**config.mk**
```make
export PLATFORM = sky130hd
export DESIGN_NAME = irq_prio_ctrl
export DESIGN_NICKNAME = d
export VERILOG_FILES = /design/src/rtl/irq_pkg.sv /design/src/rtl/irq_sync.sv /design/src/rtl/irq_pending.sv /design/src/rtl/irq_arbiter.sv /design/src/rtl/irq_prio_ctrl.sv
export SDC_FILE = /design/constraint.sdc
export NUM_CORES = 1
export LEC_CHECK = 0
export ABC_AREA = 1
export ABC_CLOCK_PERIOD_IN_PS = 2600
export BUFFER_PORTS_ARGS = -buffer_cell sky130_fd_sc_hd__buf_2
export CORE_ASPECT_RATIO = 0.5
export CORE_UTILIZATION = 30
export CTS_CLUSTER_DIAMETER = 120
export DETAILED_ROUTE_END_ITERATION = 7
export GPL_TIMING_DRIVEN = 0
export PLACE_DENSITY = 0.46
export SLEW_MARGIN = 5
export SYNTH_ARGS = -nofsm -noshare
export SYNTH_HDL_FRONTEND = slang
export SYNTH_SLANG_ARGS = --single-unit
```
**constraint.sdc**
```tcl
create_clock -name clk -period 2.6 [get_ports clk]
set_clock_uncertainty 0.2 [all_clocks]
set_input_delay 0.39 -clock clk [delete_from_list [all_inputs] [get_ports clk]]
set_output_delay 0.39 -clock clk [all_outputs]
set_load 0.005 [all_outputs]
```
**src/rtl/irq_pkg.sv**
```systemverilog
package irq_pkg;
   localparam int unsigned REG_ADDR_W = 2;
   localparam logic [REG_ADDR_W-1:0] ADDR_VEC  = 2'd0;
   localparam logic [REG_ADDR_W-1:0] ADDR_ACK  = 2'd1;
   localparam logic [REG_ADDR_W-1:0] ADDR_MASK = 2'd2;
   localparam logic [REG_ADDR_W-1:0] ADDR_BASE = 2'd3;

   typedef enum logic [1:0] {
      ST_IDLE = 2'd0,
      ST_POST = 2'd1,
      ST_WAIT = 2'd2
   } irq_state_e;
endpackage

```
**src/rtl/irq_sync.sv**
```systemverilog
module irq_sync #(
   parameter int unsigned WIDTH  = 8,
   parameter int unsigned STAGES = 2
) (
   input  logic             clk,
   input  logic             rst_n,
   input  logic [WIDTH-1:0] async_i,
   output logic [WIDTH-1:0] sync_o
);
   if (STAGES < 2) begin : g_bad_stages
      $error("irq_sync: STAGES must be at least 2");
   end

   logic [STAGES-1:0][WIDTH-1:0] chain_q;

   always_ff @(posedge clk or negedge rst_n) begin
      if (!rst_n) chain_q <= '0;
      else        chain_q <= {chain_q[STAGES-2:0], async_i};
   end

   assign sync_o = chain_q[STAGES-1];
endmodule

```
**src/rtl/irq_pending.sv**
```systemverilog
module irq_pending #(
   parameter int unsigned LINES = 8
) (
   input  logic             clk,
   input  logic             rst_n,
   input  logic [LINES-1:0] set_i,
   input  logic [LINES-1:0] clr_i,
   output logic [LINES-1:0] pend_o
);
   logic [LINES-1:0] pend_q;

   always_ff @(posedge clk or negedge rst_n) begin
      if (!rst_n) pend_q <= '0;
      else        pend_q <= (pend_q & ~clr_i) | set_i;
   end

   assign pend_o = pend_q;

   AST_PEND_KEPT: assert property (@(posedge clk) disable iff (!rst_n)
      (pend_q != '0) |=> ((pend_q & $past(pend_q & ~clr_i)) == $past(pend_q & ~clr_i)));
endmodule

```
**src/rtl/irq_arbiter.sv**
```systemverilog
module irq_arbiter #(
   parameter int unsigned LINES = 8,
   localparam int unsigned IDX_W = (LINES > 1) ? $clog2(LINES) : 1
) (
   input  logic [LINES-1:0] elig_i,
   output logic             hit_o,
   output logic [IDX_W-1:0] idx_o
);
   always_comb begin
      idx_o = '0;
      for (int i = LINES - 1; i >= 0; i--) begin
         if (elig_i[i]) idx_o = IDX_W'(i);
      end
   end

   assign hit_o = |elig_i;
endmodule

```
**src/rtl/irq_prio_ctrl.sv**
```systemverilog
module irq_prio_ctrl
   import irq_pkg::*;
#(
   parameter int unsigned N_LINES     = 8,
   parameter int unsigned VEC_W       = 8,
   parameter int unsigned SYNC_STAGES = 2,
   parameter int unsigned BASE_RST    = 32
) (
   input  logic                  clk,
   input  logic                  rst_n,
   input  logic [N_LINES-1:0]    irq_req_i,
   input  logic [REG_ADDR_W-1:0] reg_addr_i,
   input  logic                  reg_wr_i,
   input  logic [VEC_W-1:0]      reg_wdata_i,
   output logic [VEC_W-1:0]      reg_rdata_o,
   output logic                  intr_o
);
   localparam int unsigned IDX_W = (N_LINES > 1) ? $clog2(N_LINES) : 1;

   if (N_LINES < 2 || N_LINES > VEC_W) begin : g_bad_lines
      $error("irq_prio_ctrl: N_LINES must be in 2..VEC_W");
   end
   if (BASE_RST >= (1 << VEC_W)) begin : g_bad_base
      $error("irq_prio_ctrl: BASE_RST does not fit VEC_W");
   end

   logic [N_LINES-1:0] req_s, pend, elig, ack_clr, sel_oh;
   logic [N_LINES-1:0] mask_q;
   logic [VEC_W-1:0]   base_q, vec_q;
   logic [IDX_W-1:0]   win_idx, sel_q;
   logic               win_hit, ack_wr;
   irq_state_e         state_q;

   irq_sync #(.WIDTH(N_LINES), .STAGES(SYNC_STAGES)) u_sync (
      .clk(clk), .rst_n(rst_n), .async_i(irq_req_i), .sync_o(req_s));

   irq_pending #(.LINES(N_LINES)) u_pend (
      .clk(clk), .rst_n(rst_n), .set_i(req_s), .clr_i(ack_clr), .pend_o(pend));

   assign elig = pend & ~mask_q;

   irq_arbiter #(.LINES(N_LINES)) u_arb (
      .elig_i(elig), .hit_o(win_hit), .idx_o(win_idx));

   assign ack_wr  = reg_wr_i && (reg_addr_i == ADDR_ACK);
   assign sel_oh  = N_LINES'(1) << sel_q;
   assign ack_clr = (state_q == ST_WAIT && ack_wr) ? sel_oh : '0;
   assign intr_o  = (state_q == ST_WAIT);

   always_ff @(posedge clk or negedge rst_n) begin
      if (!rst_n) begin
         mask_q <= '0;
         base_q <= VEC_W'(BASE_RST);
      end else if (reg_wr_i) begin
         if (reg_addr_i == ADDR_MASK) mask_q <= reg_wdata_i[N_LINES-1:0];
         if (reg_addr_i == ADDR_BASE) base_q <= reg_wdata_i;
      end
   end

   always_ff @(posedge clk or negedge rst_n) begin
      if (!rst_n) begin
         state_q <= ST_IDLE;
         vec_q   <= '0;
         sel_q   <= '0;
      end else begin
         case (state_q)
            ST_IDLE: if (win_hit) begin
               vec_q   <= base_q + VEC_W'(win_idx);
               sel_q   <= win_idx;
               state_q <= ST_POST;
            end
            ST_POST: state_q <= ST_WAIT;
            ST_WAIT: if (ack_wr) state_q <= ST_IDLE;
            default: state_q <= ST_IDLE;
         endcase
      end
   end

   always_comb begin
      case (reg_addr_i)
         ADDR_VEC:  reg_rdata_o = vec_q;
         ADDR_MASK: reg_rdata_o = VEC_W'(mask_q);
         ADDR_BASE: reg_rdata_o = base_q;
         default:   reg_rdata_o = '0;
      endcase
   end

   AST_LOWEST_WINS: assert property (@(posedge clk) disable iff (!rst_n)
      (state_q == ST_POST) |-> (($past(elig) & (sel_oh - N_LINES'(1))) == '0));
   AST_VEC_READY: assert property (@(posedge clk) disable iff (!rst_n)
      $rose(intr_o) |-> $stable(vec_q));
   AST_INTR_HOLD: assert property (@(posedge clk) disable iff (!rst_n)
      (intr_o && !ack_wr) |=> intr_o);
   AST_ACK_DROP: assert property (@(posedge clk) disable iff (!rst_n)
      (intr_o && ack_wr) |=> !intr_o);
   AST_MASKED_SKIP: assert property (@(posedge clk) disable iff (!rst_n)
      (state_q == ST_POST) |-> (($past(mask_q) & sel_oh) == '0));
   AST_VEC_FROZEN: assert property (@(posedge clk) disable iff (!rst_n)
      intr_o |=> $stable(vec_q));
endmodule

```
==> reports/metrics.csv, run 1 <==
stage;metric;value;unit
status;outcome;finished clean;
synth;ys_async_sr_fraction;1.00;
run;maxCapViolCount;0;
critical_path;timing.rr.start;mask_q[7];
cells_and_area;syn2layout_area_growth;22.6;%
critical_path;crit_type;reg2reg;
route;dr_wl_met2;2350;um
critical_path;required;2.62;ns
timing;final-hold-violation-count;0;
pwr;seqPwrFrac;0.474;
timing;slew_violations;0;
floorplanning;num_rows;22;
route;wl_met3;173;um
critical_path;reg2reg_to;vec_q[6];
floorplanning;die_h;64.1;um
route;detail-route-antenna-nets;0;
min_path;min_from;irq_req_i[7];
placement;place_worst_setup_slack;-0.0827;ns
global_routing;antenna_found_initial;0;
pwr;p_sw;716;uW
synth;synthTopCellsByArea;dfrtp_1 56%, nand2_1 13%, inv_1 6.0%, o21ai_0 4.5%, o21ai_1 2.4%;
synth;syn_nets;282;
synth;avgSynthCellArea;9.02;um^2
min_path;min_path_cells;1;
pwr;power.density;796;nW/um^2
clock_network;cts_tree;built;
clock_network;ctsRootBufferMaster;clkbuf_16;
floorplanning;ios;30;
global_routing;grt_pass1_vias;1701;
route;vias;1738;
synth;synth_most_common_cell;nand2_1;
timing;slew_headroom;0.593;
synth;synth_warnings;0;
timing;tightestPinTransition;0.608;ns
synth;ys.flop_type;dfrtp_1;
pwr;fin_total_pwr;2.26;mW
min_path;min_to;u_sync.chain_q[7];
pwr;swShare;0.317;
timing;tns;0;ns
synth;ys_top_cells_by_count;81 x nand2_1, 52 x dfrtp_1, 37 x inv_1;
synth;yosysUniqueCellTypes;26;
timing;fmax;0.420;GHz
clock_network;cts_made_buffers;5;
synth;synth_edf_count;0;
clock_network;path_clk_slew;0.07;ns
critical_path;r2r_setup_slack;0.22;ns
timing;finalCriticalPeriod;2.38;ns
cells_and_area;fin_cells;399;
route;top_layer_used;met4;
synth;ys_ff_latch;53;
pwr;comb_power_share;0.243;
clock_network;max-clock-path-buffers;2;
placement;dp_hpwl;3810;um
pwr;p_int;1.55;mW
placement;post-place-cells;382;
route;wire_per_inst;12.9;um
synth;yosysTopAreaCellShare;0.562;
cells_and_area;fin_nets;327;
timing;rsz0062_at_grt;false;
clock_network;cts_max_level;2;
critical_path;startpoint_type;flop;
placement;numPortBuffers;29;
route;drt_pass1_iterations;4;
timing;setup_viol;0;
clock_network;cts_setup_buffers;0;
route;drt_wl_total;5140;um
global_routing;grt.total_usage;0.144;
floorplanning;core-area;7400;um^2
pwr;cellLeakagePower;1.38;nW
pwr;p_clk_frac;0.283;
floorplanning;start_util;0.313;
placement;place_congestion;0.825;
synth;syn-cell-area;2320;um^2
global_routing;grt_first_pass_wirelength;8460;um
floorplanning;die_w;126;um
min_path;worst_hold_path_type;in2reg;
cells_and_area;diodes;0;
critical_path;arrival;2.40;ns
clock_network;clk_latency;0.29;ns
timing;hold_ws;0.0133;ns
clock_network;clkSinkCount;53;
synth;syn_inst;257;
route;routed_via_density;4.36;
synth;ys_seq_area_frac;0.573;
pwr;ir_drop;226;uV
route;met1Wirelength;2550;um
timing;fin_crit_sh;0.915;
critical_path;reg2regPathDepth;14;
cells_and_area;drive_gt1_frac;0.198;
global_routing;grt.overflow.total;0;
critical_path;crit_fanout;4;
floorplanning;die_area;8100;um^2
route;drc;0;
route;initialDrtViolationCount;100;
global_routing;grt_max_degree;54;
critical_path;endpoint_kind;flop;
timing;timing.final.ws_setup;0.221;ns
synth;yosysTopAreaCell;dfrtp_1;
-- how the worst max path moves through the flow --
| stage | from | end | depth (start not counted) |
|---|---|---|---|
| 3_3_place_gp | mask_q[7] | vec_q[6] | 14 |
| 4_1_cts | mask_q[7] | vec_q[6] | 14 |
| 6_report | mask_q[7] | vec_q[6] | 14 |
| 2_1_floorplan | mask_q[7] | vec_q[6] | 14 |
| 3_5_place_dp | mask_q[7] | vec_q[6] | 14 |
| 5_1_grt | mask_q[6] | vec_q[6] | 15 |
-- metrics by stage --
| stage | area [um^2] | util |
|---|---|---|
| after CTS | 2780 | 0.376 |
| final | 2840 | 0.384 |
| after detailed placement | 2580 | 0.349 |
| after global placement | 2580 | 0.349 |
| after global routing | 2840 | 0.384 |
| after floorplan | 2320 | - |
-- cells by family after synthesis --
group           synth area share
flops                      0.573
fa+ha+maj                 0.0248
xor+xnor                  0.0189
simple gates               0.196
buf+inv                   0.0783
compound gates             0.109
-- critical path: stages, from the launching register on --
cell      delay [ns]
dfrtp_2         0.46
nor2_1          0.11
nand2_1         0.06
nand2_1         0.05
nand2_1         0.05
nand2_1         0.05
nand2_1         0.08
a21boi_2        0.13
ha_2            0.19
inv_1           0.06
fa_2            0.37
o21ai_4         0.15
nand3_1         0.09
xor2_1          0.14
o21ai_1         0.11
-- placed cells by master (no fill, tap or decap), drive strengths merged --
cell type    instances
ha                   3
o21ai               33
nor2                10
inv                 40
xor2                 4
nor3                 1
a22oi                1
dlygate4sd3          8
o221ai               1
xnor2                1
o211ai               7
dfrtp               52
o21bai               1
dfstp                1
nand3                8
clkbuf               7
nand2               89
buf                 33
fa                   1
clkinv               1
a21boi               1
-- layer usage --
layer,vias up,track usage
li1,890,-
met1,818,0.186
met2,23,0.232
met3,7,0.0402
met4,0,0.0497
met5,-,0
-- power by group through the flow --
stage	sequential (mW)	clock, mW	combinational, mW
after detailed placement	1.09	0	0.539
after global routing	1.09	0.703	0.637
after CTS	1.07	0.665	0.549
after floorplan	1.06	0	0.371
final	1.07	0.640	0.550
after global placement	1.08	0	0.525
-- registers in the layout, summed over array words and instances (netlist names) --
register / flops
sel_q: 3
state_q: 2
u_sync.chain_q: 8
mask_q: 8
u_sync.sync_o: 8
vec_q: 8
base_q: 8
u_pend.pend_o: 8
-- layout make-up --
class	count	area (um^2)
Fill cell	743	4560
Sequential cell	53	1330
Multi-Input combinational cell	161	828
Timing Repair Buffer	38	245
Inverter	40	150
Clock buffer	7	133
Tap cell	96	120
Buffer	3	31.3
Clock inverter	1	5.00
-- timing repair --
item / in CTS / in global routing
hold endpoints to repair: 6 / 13
pin swaps: 0 / 1
resized for setup: 2 / 6
hold buffers: 6 / 2
setup endpoints to repair: 2 / 2
Note: power is estimated with default switching activity, not from simulation.
==> run 2: changes to the inputs <==
- GPL_TIMING_DRIVEN: 0 -> unset
- HOLD_SLACK_MARGIN: unset -> 0.02
==> run 2 against run 1 <==
Compared with the run above:
- sequential cell count stayed put
- critical path depth stayed put
- total power is 4.6% higher
- largest cell class unchanged
- highest routed layer unchanged
==> reports/metrics.csv, run 2 (synthesis gave the netlist of run 1 again) <==
stage;metric;value;unit;change
status;outcome;finished clean;;
timing;setup_viol;0;;unchanged
cells_and_area;syn2layout_area_growth;23.2;%;
route;drt_pass1_iterations;4;;unchanged
global_routing;grt_first_pass_wirelength;8250;um;-2.5%
min_path;min_from;reg_wdata_i[1];;
critical_path;r2r_setup_slack;0.21;ns;about the same
floorplanning;num_rows;22;;unchanged
clock_network;path_clk_slew;0.07;ns;about the same
floorplanning;ios;30;;unchanged
critical_path;reg2regPathDepth;14;;unchanged
timing;slew_headroom;0.594;;+0.000643
timing;fin_crit_sh;0.920;;+0.00474
clock_network;cts_made_buffers;5;;unchanged
placement;place_area;2570;um^2;-0.44%
global_routing;grt.overflow.total;0;;unchanged
cells_and_area;final_common_cell;nand2_1;;
cells_and_area;fin_nets;326;;-0.31%
route;drt_wl_total;4780;um;-7.1%
timing;rsz0062_at_grt;false;;
critical_path;timing.rr.start;mask_q[7];;
clock_network;clkSinkCount;53;;unchanged
cells_and_area;drive_gt1_frac;0.189;;-0.00928
critical_path;startpoint_type;flop;;
pwr;power.density;829;nW/um^2;+4.1%
timing;final-hold-violation-count;0;;unchanged
pwr;cellLeakagePower;1.40;nW;+1.0%
floorplanning;core-area;7400;um^2;unchanged
min_path;worst_hold_path_type;in2reg;;
cells_and_area;fin_area;2860;um^2;+0.48%
floorplanning;die_area;8100;um^2;unchanged
clock_network;clk_latency;0.29;ns;about the same
cells_and_area;diodes;0;;unchanged
clock_network;cts_max_level;2;;unchanged
global_routing;grt_max_degree;29;;-46%
route;vias;1721;;-0.98%
timing;tightestPinTransition;0.609;ns;+0.00128 ns
timing;slew_violations;0;;unchanged
cells_and_area;final_util;0.386;;+0.00186
min_path;min_to;base_q[1];;
floorplanning;die_h;64.1;um;unchanged
route;routed_via_density;4.32;;-0.73%
route;wire_per_inst;12.0;um;-6.8%
cells_and_area;final_cell_mix;81 x nand2_1, 52 x dfrtp_1, 37 x inv_1, 29 x buf_2, 20 x o21ai_0;;
global_routing;grt_pass1_vias;1717;;+0.94%
route;drc;0;;unchanged
placement;post-place-cells;380;;-0.52%
critical_path;reg2reg_to;vec_q[6];;
critical_path;arrival;2.41;ns;about the same
placement;place_congestion;0.821;;-0.46%
route;detail-route-antenna-nets;0;;unchanged
floorplanning;start_util;0.313;;unchanged
route;initialDrtViolationCount;114;;+14%
run;maxCapViolCount;0;;unchanged
pwr;ir_drop;312;uV;+38%
clock_network;max-clock-path-buffers;2;;unchanged
floorplanning;die_w;126;um;unchanged
cells_and_area;fin_cells;398;;-0.25%
placement;place_worst_setup_slack;0.0630;ns;+0.146 ns
critical_path;endpoint_kind;flop;;
clock_network;ctsRootBufferMaster;clkbuf_16;;
critical_path;required;2.62;ns;about the same
clock_network;cts_tree;built;;
critical_path;crit_type;reg2reg;;
global_routing;grt.total_usage;0.137;;-0.00703
critical_path;crit_fanout;4;;unchanged
min_path;min_path_cells;3;;+2
placement;numPortBuffers;29;;unchanged
timing;tns;0;ns;unchanged
global_routing;antenna_found_initial;0;;unchanged
timing;finalCriticalPeriod;2.39;ns;+0.0123 ns
timing;fmax;0.418;GHz;-0.51%
timing;timing.final.ws_setup;0.208;ns;-0.0123 ns
placement;dp_hpwl;3720;um;-2.3%
-- run 2: cell count changes in the layout (fill, tap and decap cells not counted), sizes merged --
cell	delta
dlygate4sd3	+1
clkinv	-1
clkbuf	-1
bufinv	+1
inv	+1
buf	-2
-- run 2: critical path, cell delays in order, from the launching register on --
cell and delay (ns):
dfrtp_1 0.42, nor2_1 0.11, nand2_1 0.05, nand2_1 0.05, nand2_1 0.05, nand2_1 0.05, nand2_1 0.06, a21boi_1 0.14
ha_2 0.20, inv_1 0.05, fa_1 0.41, o21ai_2 0.16, nand3_1 0.10, xor2_1 0.15, o21ai_1 0.13
-- run 2: area by class of cell --
cell class / count / area, um^2
clock buffer: 6 / 139
fill: 749 / 4550
multi-input combinational: 161 / 815
inverter: 40 / 150
timing repair buffer: 40 / 263
tap: 96 / 120
clock inverter: 2 / 41.3
sequential: 53 / 1330
-- run 2: timing repair --
item	in CTS	in global routing
setup buffers	0	1
gates resized for setup	0	4
hold buffers	9	0
endpoints found under the hold margin	32	0
setup endpoints to repair	0	2
-- run 2: metrics by stage --
| step | hold WS (ns) | total power, mW |
|---|---|---|
| after detailed placement | 0.135 | 1.58 |
| after global routing | 0.154 | 2.53 |
| after CTS | 0.135 | 2.39 |
| after global placement | 0.132 | 1.57 |
| final | 0.142 | 2.37 |
| after floorplan | -0.106 | 1.43 |
-- run 2: layer usage --
layer	wire length [um]	up-vias	global-route usage
li1	-	891	-
met2	2000	28	0.213
met1	2510	797	0.184
met4	57	0	0.0437
met3	209	5	0.0385
met5	0	-	0
-- run 2: power breakdown --
part / leakage, nW / switching, mW / internal [mW]
sequential: 0.619 / 0.0972 / 0.971
combinational: 0.688 / 0.316 / 0.194
clock: 0.0890 / 0.301 / 0.487
-- run 2: how the worst max path moves through the flow --
stage                     slack, ns      start  cells past startpoint  endpoint
after detailed placement       0.06  mask_q[7]                     14  vec_q[6]
after global routing          0.006  mask_q[7]                     14  vec_q[6]
after global placement         0.17  mask_q[7]                     14  vec_q[6]
final                          0.21  mask_q[7]                     14  vec_q[6]
after floorplan                0.30  mask_q[7]                     14  vec_q[6]
after CTS                      0.04  mask_q[7]                     14  vec_q[6]
